`config.mk`:
```
export PLATFORM = sky130hd
export DESIGN_NAME = throttle_ctrl
export DESIGN_NICKNAME = d
export VERILOG_FILES = /design/src/rtl/throttle_pkg.sv /design/src/rtl/throttle_trig.sv /design/src/rtl/stage_fsm.sv /design/src/rtl/throttle_ctrl.sv
export SDC_FILE = /design/constraint.sdc
export NUM_CORES = 1
export LEC_CHECK = 0
export ABC_AREA = 1
export CORE_ASPECT_RATIO = 1.1
export CORE_MARGIN = 4
export CORE_UTILIZATION = 30
export DETAILED_ROUTE_END_ITERATION = 10
export GPL_TIMING_DRIVEN = 0
export SYNTH_ARGS = -nofsm -noshare
export SYNTH_HDL_FRONTEND = slang
export SYNTH_SLANG_ARGS = --single-unit
```
`constraint.sdc`:
```
create_clock -name clk -period 1.3 [get_ports clk]
set_clock_uncertainty 0.15 [all_clocks]
set_input_delay 0.26 -clock clk [delete_from_list [all_inputs] [get_ports clk]]
set_output_delay 0.26 -clock clk [all_outputs]
set_load 0.02 [all_outputs]
```
`src/rtl/throttle_pkg.sv`:
```
package throttle_pkg;
    typedef enum logic {
        ST_RUN  = 1'b0,
        ST_HOLD = 1'b1
    } thr_state_e;

    localparam int NUM_STAGES = 3;
    localparam int STG_FETCH  = 0;
    localparam int STG_DECODE = 1;
    localparam int STG_ISSUE  = 2;
endpackage

```
`src/rtl/throttle_trig.sv`:
```
module throttle_trig #(
    parameter int CNT_W = 3
) (
    input  logic [CNT_W-1:0] cnt,
    input  logic [CNT_W-1:0] thr,
    output logic             hit
);
    always_comb begin
        hit = (cnt != '0) && (cnt <= thr);
    end
endmodule

```
`src/rtl/stage_fsm.sv`:
```
module stage_fsm
    import throttle_pkg::*;
#(
    parameter int LEN_W = 3
) (
    input  logic             clk,
    input  logic             rst_n,
    input  logic             hit,
    input  logic [LEN_W-1:0] len,
    output logic             stall
);
    localparam logic [LEN_W-1:0] LAST = LEN_W'(1);

    thr_state_e       state_q, state_d;
    logic [LEN_W-1:0] rem_q, rem_d;

    always_ff @(posedge clk) begin
        if (!rst_n) begin
            state_q <= ST_RUN;
            rem_q   <= '0;
        end else begin
            state_q <= state_d;
            rem_q   <= rem_d;
        end
    end

    always_comb begin
        state_d = state_q;
        rem_d   = rem_q;
        unique case (state_q)
            ST_RUN: begin
                if (hit && (len != '0)) begin
                    state_d = ST_HOLD;
                    rem_d   = len;
                end
            end
            ST_HOLD: begin
                rem_d = rem_q - LAST;
                if (rem_q == LAST) begin
                    state_d = ST_RUN;
                end
            end
            default: begin
                state_d = ST_RUN;
                rem_d   = '0;
            end
        endcase
    end

    always_comb begin
        unique case (state_q)
            ST_RUN:  stall = 1'b0;
            ST_HOLD: stall = 1'b1;
            default: stall = 1'b0;
        endcase
    end
endmodule

```
`src/rtl/throttle_ctrl.sv`:
```
module throttle_ctrl
    import throttle_pkg::*;
#(
    parameter int CNT_W = 3,
    parameter int OCC_W = 4,
    parameter int LEN_W = 3
) (
    input  logic             clk,
    input  logic             rst_n,
    input  logic [CNT_W-1:0] fetch_cnt,
    input  logic [CNT_W-1:0] decode_cnt,
    input  logic [CNT_W-1:0] issue_cnt,
    input  logic [OCC_W-1:0] fq_occ,
    input  logic [CNT_W-1:0] fetch_thr,
    input  logic [CNT_W-1:0] decode_thr,
    input  logic [CNT_W-1:0] issue_thr,
    input  logic [OCC_W-1:0] fq_thr,
    input  logic [LEN_W-1:0] fetch_len,
    input  logic [LEN_W-1:0] decode_len,
    input  logic [LEN_W-1:0] issue_len,
    output logic             fetch_stall,
    output logic             decode_stall,
    output logic             issue_stall,
    output logic             icache_en,
    output logic             bpred_en,
    output logic             membus_en,
    output logic             issue_gate
);
    logic [CNT_W-1:0] cnt_a  [NUM_STAGES];
    logic [CNT_W-1:0] thr_a  [NUM_STAGES];
    logic [LEN_W-1:0] len_a  [NUM_STAGES];
    logic             cnt_hit[NUM_STAGES];
    logic             hit_a  [NUM_STAGES];
    logic             stall_a[NUM_STAGES];
    logic             occ_low;
    logic             gate_q;

    assign cnt_a[STG_FETCH]  = fetch_cnt;
    assign cnt_a[STG_DECODE] = decode_cnt;
    assign cnt_a[STG_ISSUE]  = issue_cnt;
    assign thr_a[STG_FETCH]  = fetch_thr;
    assign thr_a[STG_DECODE] = decode_thr;
    assign thr_a[STG_ISSUE]  = issue_thr;
    assign len_a[STG_FETCH]  = fetch_len;
    assign len_a[STG_DECODE] = decode_len;
    assign len_a[STG_ISSUE]  = issue_len;

    assign occ_low = (fq_occ < fq_thr);

    for (genvar s = 0; s < NUM_STAGES; s++) begin : g_stage
        throttle_trig #(.CNT_W(CNT_W)) u_trig (
            .cnt (cnt_a[s]),
            .thr (thr_a[s]),
            .hit (cnt_hit[s])
        );

        if (s == STG_DECODE) begin : g_occ
            assign hit_a[s] = cnt_hit[s] || occ_low;
        end else begin : g_plain
            assign hit_a[s] = cnt_hit[s];
        end

        stage_fsm #(.LEN_W(LEN_W)) u_fsm (
            .clk   (clk),
            .rst_n (rst_n),
            .hit   (hit_a[s]),
            .len   (len_a[s]),
            .stall (stall_a[s])
        );
    end

    always_ff @(posedge clk) begin
        if (!rst_n) gate_q <= 1'b0;
        else        gate_q <= (issue_cnt == '0);
    end

    always_comb begin
        fetch_stall  = stall_a[STG_FETCH];
        decode_stall = stall_a[STG_DECODE];
        issue_stall  = stall_a[STG_ISSUE];
        icache_en    = !stall_a[STG_FETCH];
        bpred_en     = !stall_a[STG_FETCH];
        membus_en    = !stall_a[STG_FETCH];
        issue_gate   = gate_q;
    end
endmodule

```
==> flow_summary.ini <==
[run_status]
violations = negative setup slack
outcome = complete, but fails checks

[clocking]
cts.sink_count = 13
cts_tree = yes
clock_tree.buffer_depth = 2
numCtsBuffers = 3
cts_root_buf = clkbuf_4
htree_levels = 1
clk_pin_slew_ns = 0.08
clk_latency_ns = 0.28
cts_hold_buf = 0

[synthesis]
syn_area_per_cell_um2 = 6.676
synthFlopType = dfxtp_1
yosys_warnings = 0
yosysTopAreaCell = dfxtp_1
synthTopCellsByCount = 40 x nand2_1, 25 x inv_1, 18 x ha_1
ys_seq_area_share_pct = 24.21
yosysMostFrequentCell = nand2_1
synth_area_leaders = dfxtp_1 24%, ha_1 21%, nand2_1 14%
syn-cell-area_um2 = 1075
synthCells = 161
synth_top_area_share_pct = 24.21
synthDistinctLibCells = 19
synth_seq_cells = 13
ys_async_sr_fraction_pct = 0
synth_edf_count = 0
synth_fp_nets = 216

[final_layout]
layout-drive-gt1-share_pct = 46.45
n_fill_cell = 356
final_util_pct = 52.88
nets = 267
seq_area_um2 = 271.5
finalNonFillerCells = 259
syn2layout_area_growth_pct = 66.59
diodes = 0
multi_input_comb_area_um2 = 912.1

[routing]
vias = 1194
wl_um = 2977
ant_nets = 0
drc = 0
first_iter_violations = 32
vias_per_cell = 4.610
wire_per_inst_um = 11.49
drt_first_pass_iters = 4

[place]
gp_congestion = 0.7417
port_buffers = 43
dp_hpwl_um = 2258
dp.cells = 252
place_ws_ns = -0.7520

[worst_setup_path]
worstSetupPathType = register to output pin
end_kind = output pin
cp_max_fo = 4
crit_required_ns = 0.89
cp_data_arrival_time_ns = 0.94
cp-start-kind = register

[timing]
setup_slack_ns = -0.05288
min_period_ns = 1.353
setup_viol = 2
fmax_mhz = 739.2
fin_tns_setup_ns = -0.1055
rsz0062_at_grt = yes
finalCritPeriodShare_pct = 104.1
worst_pin_slew_ns = 0.3433
slew_headroom_pct = 77.09
hold_viol = 0
maxSlewViolCount = 0

[die]
io_pins = 44
die_h_um = 70.78
core_area_um2 = 3386
die_area_um2 = 4605
initial_utilization_pct = 31.74
die_x_um = 65.07
rows = 22

[job]
maxCapViolCount = 0

[pwr]
p_leak_nw = 0.8624
ir_drop_mv = 0.5027
total_power_mw = 1.514
power_density_nw_per_um2 = 845.6

[global_route]
grt_pass1_wl_um = 4885
grt_pass1_vias = 1201
antenna_found_initial = 0
grt_overflow_total = 0
grt_max_degree = 10
grt_use_total_pct = 13.07

[min_path]
min_path_type = primary input to register
==> routing by layer <==
layer	vias up	global-route usage, %	share of wire, %
met5	-	0	0
met2	50	25.23	52
li1	614	-	-
met4	0	4.839	1.6
met3	5	2.381	7.4
met1	525	13.81	38
==> registers in the layout (all words and copies together), names as in the netlist <==
signal,cells
g_stage.u_fsm.state_q,3
issue_gate,1
g_stage.u_fsm.rem_q,9
==> report_power, final <==
group	total (mW)	switching, mW	internal [mW]
Combinational	0.738	0.397	0.341
Sequential	0.521	0.0553	0.465
Clock	0.256	0.136	0.119
Total	1.51	0.588	0.926
==> final timing paths <==
kind,start,to,slack [ns],cells past startpoint
worst max-delay path,g_stage[0].u_fsm.state_q,icache_en,-0.05,3
worst min-delay path,fetch_len[2],g_stage[0].u_fsm.rem_q[2],0.09,3
worst max register to register,g_stage[2].u_fsm.rem_q[1],g_stage[2].u_fsm.rem_q[1],0.06,5
worst min register to register,g_stage[0].u_fsm.rem_q[1],g_stage[0].u_fsm.rem_q[1],0.35,2
==> per-stage QoR <==
step                      hold slack, ns  area [um^2]
after floorplan                   0.2304         1211
after global placement            0.3190         1702
after detailed placement          0.3244         1702
after CTS                         0.1356         1717
after global routing             0.09511         1790
final                            0.09079         1790
==> worst max-delay path, stage by stage (launching register included) <==
cell	delay (ns)
dfxtp_4	0.40
inv_8	0.04
buf_6	0.10
buf_6	0.12
==> cell type report <==
| class | count | share of cell area, % |
|---|---|---|
| multi-input combinational | 116 | 50.94 |
| timing repair buffer | 46 | 19.08 |
| sequential | 13 | 15.16 |
| inverter | 30 | 8.735 |
| tap | 48 | 3.354 |
| clock buffer | 4 | 1.468 |
| buffer | 2 | 1.258 |
==> cell families after synthesis <==
kind of cell	Yosys count	synth area share (%)
simple gates	69	28.06
buf+inv	32	11.87
compound gates	27	13.27
fa+ha+maj	18	20.95
flops	13	24.21
xor+xnor	2	1.630
==> layout by cell type (no fill, tap or decap), types with 2 or more instances in the layout <==
| cell type | n |
|---|---|
| inv_4 | 2 |
| clkbuf_2 | 6 |
| buf_2 | 15 |
| a21oi_2 | 10 |
| nand2_2 | 11 |
| dlymetal6s2s_1 | 3 |
| o21ai_2 | 2 |
| nand2_1 | 27 |
| xnor2_1 | 2 |
| dfxtp_1 | 6 |
| o21ai_0 | 4 |
| dlygate4sd2_1 | 11 |
| inv_1 | 15 |
| buf_4 | 4 |
| dfxtp_2 | 6 |
| inv_12 | 2 |
| buf_6 | 6 |
| ha_4 | 10 |
| inv_2 | 8 |
| ha_1 | 8 |
| o31ai_1 | 3 |
| nand3_1 | 9 |
| nand2_4 | 5 |
| nor3_1 | 2 |
| a21oi_1 | 3 |
| o21ai_1 | 5 |
| clkbuf_4 | 4 |
| nor2_1 | 11 |
==> timing repair <==
item                                    in CTS  in global routing
pin swaps                                   32                 28
gates resized for setup                    122                 54
buffers inserted                             3                  0
endpoints found under the setup margin      19                 18
endpoints found under the hold margin        0                  0
Note: power is estimated with default switching activity, not from simulation.
